**src/rtl/sdrsp_pkg.sv**
```systemverilog
package sdrsp_pkg;

  localparam int STS_W       = 16;
  localparam int STS_END_BIT = 13;
  localparam int STS_CRC_BIT = 5;
  localparam int STS_TMO_BIT = 1;

  typedef enum logic [1:0] {
    RT_NONE      = 2'd0,
    RT_SHORT_CRC = 2'd1,
    RT_LONG      = 2'd2,
    RT_SHORT_RAW = 2'd3
  } rsp_kind_e;

  typedef enum logic [1:0] {
    SQ_IDLE = 2'd0,
    SQ_WAIT = 2'd1,
    SQ_RECV = 2'd2
  } seq_state_e;

  // One serial step of the x^7+x^3+1 remainder
  function automatic logic [6:0] crc7_step(input logic [6:0] c, input logic b);
    logic fb;
    fb = b ^ c[6];
    return {c[5:0], 1'b0} ^ (fb ? 7'h09 : 7'h00);
  endfunction

endpackage

```
**src/rtl/sdrsp_crc7.sv**
```systemverilog
module sdrsp_crc7 import sdrsp_pkg::*; (
  input  logic       clk,
  input  logic       rst_n,
  input  logic       clr_i,
  input  logic       en_i,
  input  logic       bit_i,
  output logic [6:0] crc_o
);

  logic [6:0] crc_q, crc_d;

  always_comb begin
    crc_d = crc_q;
    if (clr_i)     crc_d = 7'h00;
    else if (en_i) crc_d = crc7_step(crc_q, bit_i);
  end

  always_ff @(posedge clk or negedge rst_n) begin
    if (!rst_n) crc_q <= 7'h00;
    else        crc_q <= crc_d;
  end

  assign crc_o = crc_q;

endmodule

```
**src/rtl/sdrsp_fifo.sv**
```systemverilog
module sdrsp_fifo #(
  parameter int W     = 16,
  parameter int DEPTH = 8
) (
  input  logic                         clk,
  input  logic                         rst_n,
  input  logic                         flush_i,
  input  logic                         push_i,
  input  logic [W-1:0]                 push_data_i,
  input  logic                         pop_i,
  output logic [W-1:0]                 rd_data_o,
  output logic                         empty_o,
  output logic [$clog2(DEPTH+1)-1:0]   level_o
);

  localparam int AW    = (DEPTH > 1) ? $clog2(DEPTH) : 1;
  localparam int LW    = $clog2(DEPTH+1);
  localparam logic [AW-1:0] PTR_LAST = AW'(DEPTH-1);
  localparam logic [AW-1:0] PTR_ONE  = AW'(1);
  localparam logic [LW-1:0] LVL_ONE  = LW'(1);
  localparam logic [LW-1:0] LVL_FULL = LW'(DEPTH);

  logic [W-1:0]  mem [DEPTH];
  logic [AW-1:0] wptr_q, wptr_d, rptr_q, rptr_d;
  logic [LW-1:0] lvl_q, lvl_d;
  logic          do_push, do_pop, empty, full;

  assign empty   = (lvl_q == '0);
  assign full    = (lvl_q == LVL_FULL);
  assign do_push = push_i && !full;
  assign do_pop  = pop_i && !empty;

  always_comb begin
    wptr_d = wptr_q;
    rptr_d = rptr_q;
    lvl_d  = lvl_q;
    if (flush_i) begin
      wptr_d = '0;
      rptr_d = '0;
      lvl_d  = '0;
    end else begin
      if (do_push) wptr_d = (wptr_q == PTR_LAST) ? '0 : wptr_q + PTR_ONE;
      if (do_pop)  rptr_d = (rptr_q == PTR_LAST) ? '0 : rptr_q + PTR_ONE;
      case ({do_push, do_pop})
        2'b10:   lvl_d = lvl_q + LVL_ONE;
        2'b01:   lvl_d = lvl_q - LVL_ONE;
        default: lvl_d = lvl_q;
      endcase
    end
  end

  always_ff @(posedge clk or negedge rst_n) begin
    if (!rst_n) begin
      wptr_q <= '0;
      rptr_q <= '0;
      lvl_q  <= '0;
    end else begin
      wptr_q <= wptr_d;
      rptr_q <= rptr_d;
      lvl_q  <= lvl_d;
    end
  end

  for (genvar g = 0; g < DEPTH; g++) begin : g_slot
    always_ff @(posedge clk) begin
      if (do_push && !flush_i && (wptr_q == AW'(g))) mem[g] <= push_data_i;
    end
  end

  assign rd_data_o = empty ? '0 : mem[rptr_q];
  assign empty_o   = empty;
  assign level_o   = lvl_q;

endmodule

```
**src/rtl/sdrsp_seq.sv**
```systemverilog
module sdrsp_seq import sdrsp_pkg::*; #(
  parameter int TMO_W     = 8,
  parameter int HW        = 16,
  parameter int SHORT_LEN = 48,
  parameter int LONG_LEN  = 136,
  parameter int LONG_SKIP = 8,
  parameter int CRC_SPAN  = 40
) (
  input  logic             clk,
  input  logic             rst_n,
  input  logic             start_i,
  input  logic [1:0]       rsp_type_i,
  input  logic [TMO_W-1:0] tmo_limit_i,
  input  logic             bit_vld_i,
  input  logic             cmd_i,
  input  logic [6:0]       crc_calc_i,
  output logic             crc_clr_o,
  output logic             crc_en_o,
  output logic             push_o,
  output logic [HW-1:0]    push_data_o,
  output logic             flush_o,
  output logic             evt_end_o,
  output logic             evt_tmo_o,
  output logic             evt_crc_o,
  output logic             busy_o
);

  localparam int CNT_W = $clog2(LONG_LEN+1);
  localparam int SUB_W = $clog2(HW);
  localparam logic [CNT_W-1:0] IDX_ONE    = CNT_W'(1);
  localparam logic [CNT_W-1:0] IDX_SKIP   = CNT_W'(LONG_SKIP);
  localparam logic [CNT_W-1:0] IDX_CRC_LO = CNT_W'(CRC_SPAN);
  localparam logic [CNT_W-1:0] IDX_CRC_HI = CNT_W'(SHORT_LEN-2);
  localparam logic [CNT_W-1:0] IDX_LAST_S = CNT_W'(SHORT_LEN-1);
  localparam logic [CNT_W-1:0] IDX_LAST_L = CNT_W'(LONG_LEN-1);
  localparam logic [SUB_W-1:0] SUB_LAST   = SUB_W'(HW-1);
  localparam logic [SUB_W-1:0] SUB_ONE    = SUB_W'(1);
  localparam logic [TMO_W:0]   TMO_ONE    = (TMO_W+1)'(1);

  seq_state_e       st_q, st_d;
  rsp_kind_e        kind_q, kind_d;
  logic [TMO_W:0]   tmo_q, tmo_d, tmo_nxt;
  logic [CNT_W-1:0] cnt_q, cnt_d, idx, idx_last;
  logic [SUB_W-1:0] sub_q, sub_d;
  logic [HW-1:0]    sh_q, sh_d;
  logic [6:0]       crx_q, crx_d;
  logic             accept, take, store, is_long;

  assign accept   = (st_q == SQ_IDLE) && start_i;
  assign take     = bit_vld_i && (((st_q == SQ_WAIT) && !cmd_i) || (st_q == SQ_RECV));
  assign idx      = (st_q == SQ_RECV) ? cnt_q : '0;
  assign is_long  = (kind_q == RT_LONG);
  assign idx_last = is_long ? IDX_LAST_L : IDX_LAST_S;
  assign store    = take && (!is_long || (idx >= IDX_SKIP));
  assign tmo_nxt  = tmo_q + TMO_ONE;

  assign crc_clr_o   = accept;
  assign crc_en_o    = take && (idx < IDX_CRC_LO);
  assign push_o      = store && (sub_q == SUB_LAST);
  assign push_data_o = {sh_q[HW-2:0], cmd_i};
  assign flush_o     = accept;
  assign busy_o      = (st_q != SQ_IDLE);

  always_comb begin
    st_d      = st_q;
    kind_d    = kind_q;
    tmo_d     = tmo_q;
    cnt_d     = cnt_q;
    sub_d     = sub_q;
    sh_d      = sh_q;
    crx_d     = crx_q;
    evt_end_o = 1'b0;
    evt_tmo_o = 1'b0;
    evt_crc_o = 1'b0;

    if (store) begin
      sh_d  = {sh_q[HW-2:0], cmd_i};
      sub_d = (sub_q == SUB_LAST) ? '0 : sub_q + SUB_ONE;
    end

    case (st_q)
      SQ_IDLE: begin
        if (start_i) begin
          kind_d = rsp_kind_e'(rsp_type_i);
          tmo_d  = '0;
          cnt_d  = '0;
          sub_d  = '0;
          if (rsp_type_i == RT_NONE) evt_end_o = 1'b1;
          else                       st_d      = SQ_WAIT;
        end
      end
      SQ_WAIT: begin
        if (bit_vld_i) begin
          if (!cmd_i) begin
            st_d  = SQ_RECV;
            cnt_d = IDX_ONE;
          end else if (tmo_nxt >= {1'b0, tmo_limit_i}) begin
            st_d      = SQ_IDLE;
            evt_end_o = 1'b1;
            evt_tmo_o = 1'b1;
          end else begin
            tmo_d = tmo_nxt;
          end
        end
      end
      SQ_RECV: begin
        if (bit_vld_i) begin
          cnt_d = cnt_q + IDX_ONE;
          if ((idx >= IDX_CRC_LO) && (idx <= IDX_CRC_HI)) crx_d = {crx_q[5:0], cmd_i};
          if (idx == idx_last) begin
            st_d      = SQ_IDLE;
            evt_end_o = 1'b1;
            evt_crc_o = (kind_q == RT_SHORT_CRC) && (crx_q != crc_calc_i);
          end
        end
      end
      default: st_d = SQ_IDLE;
    endcase
  end

  always_ff @(posedge clk or negedge rst_n) begin
    if (!rst_n) begin
      st_q   <= SQ_IDLE;
      kind_q <= RT_NONE;
      tmo_q  <= '0;
      cnt_q  <= '0;
      sub_q  <= '0;
      sh_q   <= '0;
      crx_q  <= '0;
    end else begin
      st_q   <= st_d;
      kind_q <= kind_d;
      tmo_q  <= tmo_d;
      cnt_q  <= cnt_d;
      sub_q  <= sub_d;
      sh_q   <= sh_d;
      crx_q  <= crx_d;
    end
  end

endmodule

```
**src/rtl/sdcmd_rsp_rx.sv**
```systemverilog
module sdcmd_rsp_rx import sdrsp_pkg::*; #(
  parameter int TMO_W      = 8,
  parameter int HW         = 16,
  parameter int FIFO_DEPTH = 8,
  parameter int SHORT_LEN  = 48,
  parameter int LONG_LEN   = 136,
  parameter int LONG_SKIP  = 8,
  parameter int CRC_SPAN   = 40
) (
  input  logic             clk,
  input  logic             rst_n,
  input  logic             start_i,
  input  logic [1:0]       rsp_type_i,
  input  logic [TMO_W-1:0] tmo_limit_i,
  input  logic             bit_vld_i,
  input  logic             cmd_i,
  input  logic             rd_en_i,
  output logic [HW-1:0]    rd_data_o,
  input  logic [STS_W-1:0] sts_clr_i,
  output logic [STS_W-1:0] status_o
);

  localparam int LVL_W = $clog2(FIFO_DEPTH+1);

  logic             rst_meta, rst_sync_n;
  logic [6:0]       crc_calc;
  logic             crc_clr, crc_en;
  logic             fifo_push, fifo_flush, fifo_empty;
  logic [HW-1:0]    fifo_wdata;
  logic [LVL_W-1:0] fifo_level;
  logic             evt_end, evt_tmo, evt_crc, seq_busy;
  logic [STS_W-1:0] sts_q, sts_d, sts_set;

  // reset: asserted at once, released after two clock edges
  always_ff @(posedge clk or negedge rst_n) begin
    if (!rst_n) begin
      rst_meta   <= 1'b0;
      rst_sync_n <= 1'b0;
    end else begin
      rst_meta   <= 1'b1;
      rst_sync_n <= rst_meta;
    end
  end

  sdrsp_seq #(
    .TMO_W(TMO_W), .HW(HW), .SHORT_LEN(SHORT_LEN), .LONG_LEN(LONG_LEN),
    .LONG_SKIP(LONG_SKIP), .CRC_SPAN(CRC_SPAN)
  ) u_seq (
    .clk(clk), .rst_n(rst_sync_n), .start_i(start_i), .rsp_type_i(rsp_type_i),
    .tmo_limit_i(tmo_limit_i), .bit_vld_i(bit_vld_i), .cmd_i(cmd_i),
    .crc_calc_i(crc_calc), .crc_clr_o(crc_clr), .crc_en_o(crc_en),
    .push_o(fifo_push), .push_data_o(fifo_wdata), .flush_o(fifo_flush),
    .evt_end_o(evt_end), .evt_tmo_o(evt_tmo), .evt_crc_o(evt_crc), .busy_o(seq_busy)
  );

  sdrsp_crc7 u_crc (
    .clk(clk), .rst_n(rst_sync_n), .clr_i(crc_clr), .en_i(crc_en),
    .bit_i(cmd_i), .crc_o(crc_calc)
  );

  sdrsp_fifo #(.W(HW), .DEPTH(FIFO_DEPTH)) u_fifo (
    .clk(clk), .rst_n(rst_sync_n), .flush_i(fifo_flush), .push_i(fifo_push),
    .push_data_i(fifo_wdata), .pop_i(rd_en_i), .rd_data_o(rd_data_o),
    .empty_o(fifo_empty), .level_o(fifo_level)
  );

  always_comb begin
    sts_set              = '0;
    sts_set[STS_END_BIT] = evt_end;
    sts_set[STS_CRC_BIT] = evt_crc;
    sts_set[STS_TMO_BIT] = evt_tmo;
    sts_d                = (sts_q & ~sts_clr_i) | sts_set;
  end

  always_ff @(posedge clk or negedge rst_sync_n) begin
    if (!rst_sync_n) sts_q <= '0;
    else             sts_q <= sts_d;
  end

  assign status_o = sts_q;

endmodule

```
**config.mk**
```make
export PLATFORM = sky130hd
export DESIGN_NAME = sdcmd_rsp_rx
export DESIGN_NICKNAME = d
export VERILOG_FILES = /design/src/rtl/sdrsp_pkg.sv /design/src/rtl/sdrsp_crc7.sv /design/src/rtl/sdrsp_fifo.sv /design/src/rtl/sdrsp_seq.sv /design/src/rtl/sdcmd_rsp_rx.sv
export SDC_FILE = /design/constraint.sdc
export NUM_CORES = 1
export LEC_CHECK = 0
export ABC_AREA = 1
export ABC_CLOCK_PERIOD_IN_PS = 7820
export BUFFER_PORTS_ARGS = -buffer_cell sky130_fd_sc_hd__buf_2
export CORE_UTILIZATION = 55
export CTS_CLUSTER_DIAMETER = 100
export DETAILED_ROUTE_END_ITERATION = 12
export MAX_ROUTING_LAYER = met4
export PLACE_DENSITY = 0.73
export SETUP_SLACK_MARGIN = 0.15
export SYNTH_ARGS = -nofsm -noshare
export SYNTH_HDL_FRONTEND = slang
export SYNTH_SLANG_ARGS = --single-unit
```
**constraint.sdc**
```tcl
create_clock -name clk -period 7.82 [get_ports clk]
set_input_delay 1.564 -clock clk [delete_from_list [all_inputs] [get_ports clk]]
set_output_delay 1.564 -clock clk [all_outputs]
set_load 0.01 [all_outputs]
```
* After elaboration in Yosys (flattened, before gate mapping) *
Memories as Yosys holds them, arrays and structs flattened.
Index checks and enable logic that the tools add are counted.

storage, ports and cells
  register bits = 82
  latch bits = 0
  RAM bits = 128
  memory bits (read-only) = 0
  input port bits = 32
  logic and storage cells = 192
  memories = 1

cells by class
  add/subtract/negate cells = 7
  multipliers = 0
  divide/modulo/power cells = 0
  $lt $le $gt $ge = 5
  equal/unequal tests = 27
  shift operators = 0
  mux-type cells = 85
  bitwise operators = 5
  reduce and logical (&&, ||, !) cells = 48

memory list
  name        depth  bits a word  rd ports  clocked after memory_dff  wr ports  RTL line          RTL
  u_fifo.mem  8      16           1         0                         1         sdrsp_fifo.sv:23  logic [W-1:0] mem [DEPTH];

operators with widths
  kind                   number
  $mux W16               8
  $reduce_or A16 Y1      7
  $mux W8                6
  $mux W3                13
  $mux W9                4
  $mux W1                34
  $mux W4                6
  $pmux W8 S3            1
  $logic_and A1 B1 Y1    19
  $pmux W9 S2            1
  $and A16 B16 Y16       1
  $ne A2 B2 Y1 const B   8
  $not A16 Y16           1
  $or A16 B14 Y16        1
  $eq A3 B3 Y1 const B   5
  $mux W2                7
  $mux W7                2
  $reduce_and A5 Y1      2
  $add A9 B1 Y9 const B  1
  $ge A9 B8 Y1           1
  $add A4 B1 Y4 const B  2
  $add A8 B1 Y8 const B  1
  $eq A4 B4 Y1 const B   2
  $eq A8 B8 Y1           1
  other kinds (27)       43

* Longest topological paths before layout *
Gate-level depths: netlist of run 1.

  word-level depth = 19
  mapped depth = 18
  depth with buffers taken out = 17

* By module *
From an unflattened synthesis of run 1, not the netlist that was laid out.

second synthesis, totals
  cell total of the unflattened synthesis = 927
  area total of the unflattened synthesis = 9497.9 sq um

modules (own cells, without submodules)
  module        instances  cells each  area each (sq um)
  sdrsp_fifo    1          464         5761.8
  sdrsp_seq     1          370         2793.9
  sdcmd_rsp_rx  1          57          629.4
  sdrsp_crc7    1          36          312.8

* Least setup slack after synthesis of run 1 *
Ideal clock, no wire load.

  path kind = input port to flip-flop
  start point = in cmd_i
  end point = mem u_fifo.mem[4][0] (enable)
  library setup time = 409 ps
  data arrival time = 3486 ps
  required time = 7411 ps
  setup slack = 3924 ps
  stages = 8
  buffers on the path = 1
  cells stage by stage = inv_1 > nand2_1 > a21oi_2 > nand4_2 > inv_1 > nand2_1 > buf_2 > nor3_1

between the ends
  longest elaborated chain between the ends = 19

RTL lines
  what                                                              RTL line            RTL
  from (decl)                                                       sdcmd_rsp_rx.sv:16  input logic cmd_i,
  $logic_not A1 Y1 *                                                sdrsp_seq.sv:50     assign take = bit_vld_i && (((st_q == SQ_WAIT) && !cmd_i) || (st_q == SQ_RECV));
  $logic_and A1 B1 Y1 *                                             sdrsp_seq.sv:50
  $logic_or A1 B1 Y1 *                                              sdrsp_seq.sv:50
  $logic_and A1 B1 Y1 *                                             sdrsp_seq.sv:50
  $logic_and A1 B1 Y1 *                                             sdrsp_seq.sv:54     assign store = take && (!is_long || (idx >= IDX_SKIP));
  $logic_and A1 B1 Y1 *                                             sdrsp_seq.sv:59     assign push_o = store && (sub_q == SUB_LAST);
  $logic_and A1 B1 Y1 *                                             sdrsp_fifo.sv:30    assign do_push = push_i && !full;
  $logic_and A1 B1 Y1 *                                             sdrsp_fifo.sv:66    if (do_push && !flush_i && (wptr_q == AW'(g))) mem[g] <= push_data_i;
  $logic_and A1 B1 Y1                                               sdrsp_fifo.sv:66
  $mux W1                                                           sdrsp_fifo.sv:66
  $mux W1 (implied by the code)                                     sdrsp_fifo.sv:66
  $reduce_or A16 Y1 (no line)                                       --
  $mux W3 (no line) / $mux W1 (equally long branches) (7 in a row)  --
  to (decl)                                                         sdrsp_fifo.sv:23

Every way passes the cells marked *; elsewhere a longest branch is shown, timed or not.

* Final worst setup path of run 1 *
  start point = reg u_fifo.rptr_q[0]
  end point = out rd_data_o[15]

between the ends
  longest elaborated chain between the ends = 2

RTL lines
  what                    RTL line            RTL
  from (decl)             sdrsp_fifo.sv:24    logic [AW-1:0] wptr_q, wptr_d, rptr_q, rptr_d;
  from (signal assigned)  sdrsp_fifo.sv:59    rptr_q <= rptr_d;
  $mem_v2 Z8 W16          --
  $mux W16                sdrsp_fifo.sv:70    assign rd_data_o = empty ? '0 : mem[rptr_q];
  to (decl)               sdcmd_rsp_rx.sv:18  output logic [HW-1:0] rd_data_o,

No other way between the ends.

==> out/results.ini, run 1 <==
[die]
pin_count=64
die_h_um=132
die_area_um2=17300
rows=46
die_x_um=132
coreArea_um2=16100
initial_core_util_pct=57.3

[grt]
grt_use_met1_pct=31.4
top_usage_layer=met2
antenna_found_initial=0
grt_pass1_vias=6144
grt_usage_pct=22.7
grt.overflow.total=0
grt.met2_usage_pct=35.4
grt_use_met3_pct=2.82
grt_start_max_net_pins=81
grt_pass1_wl_mm=30.4

[hold_path]
whs_path_depth=0
min_to=rst_sync_n
worstHoldStart=rst_meta
min_path_type=flip-flop to flip-flop

[clock_network]
root_buffer=clkbuf_16
post_cts_buffers=0
ctsResizeCount=0
clkSinkCount=210
insertion_delay_ps=500
ctsHoldBuffers=0
clockBufferDepth=3
cts_buffers=22
clk_pin_slew_ps=60
tritoncts=yes
cts_max_level=1

[yosys]
synth_xor_area_share_pct=1.33
synth_largest_area_cell=edfxtp_1
synthArstFlopShare_pct=39.0
synth_top_family_by_area=simple AND/OR/NAND/NOR gates
synthTopCellsByArea=edfxtp_1 (42%), dfrtp_1 (22%), o21ai_0 (6.0%)
syn_inst=892
yosysWarnings=0
yosysTopAreaCellShare_pct=41.6
yosysSeqAreaShare_pct=63.9
synthMuxAreaShare_pct=0.122
ys_types=40
synth.most_common_cell=nor2_1
synthSimpleGateAreaFrac_pct=14.9
synth-edff-count=128
synth_nets=949
synth_area_um2=9230
syn_area_per_cell_um2=10.3
ys.flop_type=edfxtp_1
synth_compound_area_share_pct=11.1
synth_adder_area_share_pct=3.39
synthTopCellsByCount=nor2_1 (144), nand2_1 (140), edfxtp_1 (128)
synth_seq_cells=210

[sta]
postLayoutSetupSlackWorst_ps=3250
setup_tns_ps=0
timing.final.crit_period_ps=4570
worst_hold_slack_ps=355
maxSlewHeadroom_pct=23.3
clock_skew_ps=13.8
fmax_ghz=0.219
drv_slew=0
rsz0062_at_grt=no
setup_violations=0
final-hold-violation-count=0
worstMarginPinSlew_ps=1150
min_period_over_period_pct=58.4

[final_layout]
antenna_cells=0
fill_cells=1238
multi_input_area_um2=2880
area_growth_pct=13.7
layout.nets=1014
drive_above_1_share_pct=14.3
regArea_um2=5900
design_area_um2=10500

[drt]
drt_pre_antenna_iters=5
viasPerCell=5.40
ant_nets=0
vias=6423
drt-initial-drc-count=534
routed_wirelength_mm=18.5
routedWlPerCell_um=15.6
drcViolationCount=0

[critical_path]
r2r_slack_ps=4560
reg2reg_to=u_fifo.mem[1][6]
cp-start-kind=flip-flop
r2r_cells=9
arrival_ps=3000
r2r-start=u_seq.st_q[1]
path_class=flip-flop to output pin
end_kind=output pin
critPathMaxFanout=33
worst_ep_required_time_ps=6260

[power_and_ir_drop]
p_int_mw=2.14
cellLeakagePower_nw=4.33
power_frac_seq_pct=43.5
switching_share_pct=32.8
pwr-share-clk_pct=31.3
power.switching_mw=1.05
vdd.ir_drop.worst_mv=0.193
p_comb_share_pct=25.2
powerDensity_nw_per_um2=304

[place]
pre_cts_slack_ps=3770
portBuffers=63
gp_congestion=0.823
hpwl_mm=11.0
placed_cell_area_um2=9790

[status]
status=finished, final reports clean

[run]
maxCapViolCount=0

-- per-layer routing --
layer	up-vias	wire length, um
met5	-	0
met2	195	8610
li1	3158	-
met4	0	281
met1	3049	8440
met3	21	1190
-- power groups by stage --
stage                     clock network [mW]  registers (mW)  logic (mW)
final                                   1.00            1.39       0.803
after global routing                    1.06            1.41       0.900
after detailed placement                   0            1.41       0.798
after CTS                               1.02            1.39       0.803
after global placement                     0            1.41       0.783
after floorplan                            0            1.38       0.587
-- cell type report --
cell class / count / share of cell area (%)
Sequential cell: 210 / 56.2
Multi-Input combinational cell: 560 / 27.5
Clock buffer: 31 / 6.06
Timing Repair Buffer: 75 / 3.86
Inverter: 88 / 3.15
Tap cell: 216 / 2.58
Clock inverter: 9 / 0.668
-- stage by stage --
stage	power, mW	cells	util (%)
5_1_grt	3.37	1189	65.1
3_3_place_gp	2.19	1149	60.7
6_report	3.19	1189	65.1
3_5_place_dp	2.21	1149	60.7
2_1_floorplan	1.97	892	-
4_1_cts	3.21	1189	65.1
-- flip-flops by register name, indices dropped and copies added (netlist names) --
name / cells
u_crc.crc_o: 7
u_fifo.rptr_q: 3
rst_sync_n: 1
status_o: 16
u_seq.cnt_q: 8
u_seq.st_q: 2
u_seq.sh_q: 15
u_seq.sub_q: 4
u_seq.kind_q: 2
u_seq.tmo_q: 9
u_seq.crx_q: 7
u_fifo.level_o: 4
rst_meta: 1
u_fifo.mem: 128
u_fifo.wptr_q: 3
-- kinds of logic after synthesis --
kind of cell | Yosys count
AND/OR/NAND/NOR | 335
flip-flops | 210
AO/OA/AOI/OAI | 184
buffers and inverters | 122
adder cells (fa/ha/maj) | 25
XOR/XNOR | 14
other | 1
multiplexers | 1
-- how the worst max path moves through the flow --
| stage | from | endpoint | slack (ps) | cells after the start |
|---|---|---|---|---|
| final | u_fifo.rptr_q[0] | rd_data_o[15] | 3250 | 7 |
| after global routing | u_fifo.rptr_q[0] | rd_data_o[15] | 3090 | 7 |
| after CTS | u_fifo.rptr_q[0] | rd_data_o[15] | 3270 | 7 |
| after detailed placement | cmd_i | u_fifo.mem[1][2] | 3770 | 9 |
| after global placement | cmd_i | u_fifo.mem[1][1] | 3870 | 9 |
| after floorplan | cmd_i | u_fifo.mem[4][0] | 3920 | 8 |
-- critical path, cell delays in order, from the launching register on --
cell	delay (ps)
dfrtp_2	390
inv_1	660
buf_4	460
o21ai_0	130
o22ai_1	170
o21ai_0	100
a31oi_1	370
buf_2	210
-- layout by cell type (no fill, tap or decap), types with 20 or more instances in the layout --
| cell type | instances |
|---|---|
| nor2_1 | 144 |
| nand2_1 | 140 |
| edfxtp_1 | 128 |
| o21ai_0 | 111 |
| inv_1 | 86 |
| dfrtp_1 | 80 |
| buf_2 | 63 |
| ha_1 | 25 |
| o22ai_1 | 24 |
| clkbuf_16 | 23 |
| nand3_1 | 20 |
(Power assumes the default switching activity.)
==> run 2: changes to the inputs <==
--- a/config.mk
+++ b/config.mk
@@ -6,13 +6,13 @@
 export NUM_CORES = 1
 export LEC_CHECK = 0
 export ABC_AREA = 1
-export ABC_CLOCK_PERIOD_IN_PS = 7820
+export ABC_CLOCK_PERIOD_IN_PS = 4000
 export BUFFER_PORTS_ARGS = -buffer_cell sky130_fd_sc_hd__buf_2
-export CORE_UTILIZATION = 55
+export CORE_UTILIZATION = 54
 export CTS_CLUSTER_DIAMETER = 100
 export DETAILED_ROUTE_END_ITERATION = 12
 export MAX_ROUTING_LAYER = met4
-export PLACE_DENSITY = 0.73
+export PLACE_DENSITY = 0.74
 export SETUP_SLACK_MARGIN = 0.15
 export SYNTH_ARGS = -nofsm -noshare
 export SYNTH_HDL_FRONTEND = slang
==> constraint.sdc (replaced) <==
create_clock -name clk -period 4 [get_ports clk]
set_input_delay 0.8 -clock clk [delete_from_list [all_inputs] [get_ports clk]]
set_output_delay 0.8 -clock clk [all_outputs]
set_load 0.01 [all_outputs]
==> run 2 against run 1 <==
Effect of this change:
- global-route usage shrank 0.27 points
- clock power rose by 110%
- power up 100%
- combinational power is 100% higher
- critical path type unchanged
==> out/results.ini, run 2 (synthesis results as in run 1) <==
[status]
status=finished, final reports clean  ; unchanged

[grt]
grt_pass1_vias=6075  ; was 6144
grt_pass1_wl_mm=30.3  ; was 30.4 mm
antenna_found_initial=0  ; unchanged
grt_start_max_net_pins=67  ; was 81
grt_usage_pct=22.4  ; was 22.7%
grt.overflow.total=0  ; unchanged

[final_layout]
mostFrequentLayoutCells=nor2_1 (144), nand2_1 (140), edfxtp_1 (128)  ; unchanged
final_util_pct=63.7  ; was 65.1%
area_growth_pct=14.9  ; was 13.7%
fill_cells=1294  ; was 1238
drive_above_1_share_pct=15.2  ; was 14.3%
regMostFlops=u_fifo.mem  ; unchanged
antenna_cells=0  ; unchanged
design_area_um2=10600  ; was 10500 um^2
largest_register_ffs=128  ; unchanged
layout.nets=1021  ; was 1014
layout.cells.most_common=nor2_1  ; unchanged

[critical_path]
end_kind=output pin  ; unchanged
worst-path-buf-inv=3  ; unchanged
arrival_ps=2480  ; was 3000 ps
worst_ep_required_time_ps=3200  ; was 6260 ps
cpPeakStageDelay_ps=400  ; was 660 ps
path_delay_family=buffers and inverters  ; unchanged
path_class=flip-flop to output pin  ; unchanged
critPathMaxFanout=24  ; was 33
r2r_slack_ps=730  ; was 4560 ps
cp_slowest_cell=dfrtp_2  ; was inv_1
crit_chain=inv_1 -> buf_4 -> nor2_1 -> o22ai_1 -> o21ai_0 -> a31oi_1 -> buf_2  ; was inv_1 -> buf_4 -> o21ai_0 -> o22ai_1 -> o21ai_0 -> a31oi_1 -> buf_2
cp-start-kind=flip-flop  ; unchanged

[run]
maxCapViolCount=0  ; unchanged

[drt]
drt_pre_antenna_iters=5  ; unchanged
drt-initial-drc-count=431  ; was 534
routedWlPerCell_um=15.5  ; was 15.6 um
vias=6380  ; was 6423
viasPerCell=5.32  ; was 5.40
ant_nets=0  ; unchanged
drcViolationCount=0  ; unchanged
routed_wirelength_mm=18.6  ; was 18.5 mm

[power_and_ir_drop]
p_comb_share_pct=25.0  ; was 25.2%
cellLeakagePower_nw=4.38  ; was 4.33 nW
vdd.ir_drop.worst_mv=0.374  ; was 0.193 mV
power_frac_seq_pct=42.2  ; was 43.5%
p_int_mw=4.32  ; was 2.14 mW
switching_share_pct=32.7  ; was 32.8%
pwr-share-clk_pct=32.7  ; was 31.3%
power.switching_mw=2.10  ; was 1.05 mW
powerDensity_nw_per_um2=606  ; was 304 nW/um^2

[die]
die_area_um2=17600  ; was 17300 um^2
pin_count=64  ; unchanged
die_h_um=133  ; was 132 um
initial_core_util_pct=55.5  ; was 57.3%
coreArea_um2=16600  ; was 16100 um^2
rows=47  ; was 46
die_x_um=133  ; was 132 um

[clock_network]
cts_buffers=22  ; unchanged
clockBufferDepth=3  ; unchanged
cts_max_level=1  ; unchanged
ctsResizeCount=0  ; unchanged
post_cts_buffers=0  ; unchanged
insertion_delay_ps=500  ; about the same
ctsHoldBuffers=0  ; unchanged
tritoncts=yes  ; unchanged
clkSinkCount=210  ; unchanged
root_buffer=clkbuf_16  ; unchanged
clk_pin_slew_ps=60  ; about the same

[place]
hpwl_mm=11.4  ; was 11.0 mm
placed_cell_area_um2=9840  ; was 9790 um^2
portBuffers=63  ; unchanged
pre_cts_slack_ps=672  ; was 3770 ps
gp_congestion=0.848  ; was 0.823

[hold_path]
min_path_type=input port to asynchronous set/reset pin  ; was flip-flop to flip-flop

[sta]
clock_skew_ps=7.72  ; was 13.8 ps
fmax_ghz=0.305
min_period_over_period_pct=82.1
postLayoutSetupSlackWorst_ps=717  ; was 3250 ps
worst_hold_slack_ps=75.4  ; was 355 ps
timing.final.crit_period_ps=3280
setup_violations=0  ; unchanged
final-hold-violation-count=0  ; unchanged
rsz0062_at_grt=no  ; unchanged
worstMarginPinSlew_ps=766  ; was 1150 ps
maxSlewHeadroom_pct=48.7  ; was 23.3%
setup_tns_ps=0  ; unchanged
drv_slew=0  ; unchanged

==> run 2: changes by cell type in the layout (fill, tap and decap cells not counted) <==
cell,change
buf_4,+7
bufinv_16,+2
clkbuf_1,-3
clkbuf_8,-1
clkinv_2,-2
clkinv_4,+2
clkinvlp_4,+2
==> run 2: routing by layer <==
layer | vias up | share of wire [%] | global-route usage (%)
li1 | 3168 | - | -
met1 | 3004 | 46 | 30.1
met2 | 181 | 47 | 36.1
met3 | 27 | 5.3 | 3.07
met4 | 0 | 1.7 | 6.00
met5 | - | 0 | -
==> run 2: per-stage QoR <==
| stage | instances | total power [mW] |
|---|---|---|
| global route | 1200 | 6.77 |
| detailed placement | 1160 | 4.35 |
| floorplan | 892 | 3.84 |
| CTS | 1200 | 6.48 |
| finish | 1200 | 6.43 |
| global placement | 1160 | 4.32 |
==> run 2: worst reg2reg max path, delay by kind of cell (launching register included) <==
kind	cells	cell delay, ps
fa+ha+maj	1	450
simple gates	4	1340
flops	1	410
buf+inv	3	530
compound gates	1	230
==> run 2: power by group through the flow <==
stage | sequential (mW) | combinational (mW) | clock, mW
floorplan | 2.70 | 1.15 | 0
global placement | 2.75 | 1.57 | 0
detailed placement | 2.75 | 1.60 | 0
CTS | 2.71 | 1.62 | 2.15
global route | 2.74 | 1.80 | 2.23
finish | 2.71 | 1.61 | 2.11
==> run 2: area by class of cell <==
| type | instances | area (um^2) | share of cell area [%] |
|---|---|---|---|
| flip-flops and latches | 210 | 5900 | 55.6 |
| multi-input cells | 560 | 2880 | 27.2 |
| clock buffers | 27 | 611 | 5.76 |
| repair buffers | 82 | 458 | 4.32 |
| inverters | 88 | 330 | 3.11 |
| well taps | 220 | 275 | 2.59 |
| clock inverters | 13 | 153 | 1.44 |
==> run 2: worst paths after layout <==
| path | start | to | cells after the start |
|---|---|---|---|
| max in group asynchronous | rst_sync_n | u_seq.tmo_q[6] | 1 |
| setup / recovery | u_fifo.rptr_q[0] | rd_data_o[15] | 7 |
| hold reg to reg | rst_meta | rst_sync_n | 0 |
| setup reg to reg | u_seq.st_q[1] | u_fifo.mem[1][4] | 9 |
| hold / removal | rst_n | rst_sync_n | 1 |
| min in group clk | rst_meta | rst_sync_n | 0 |
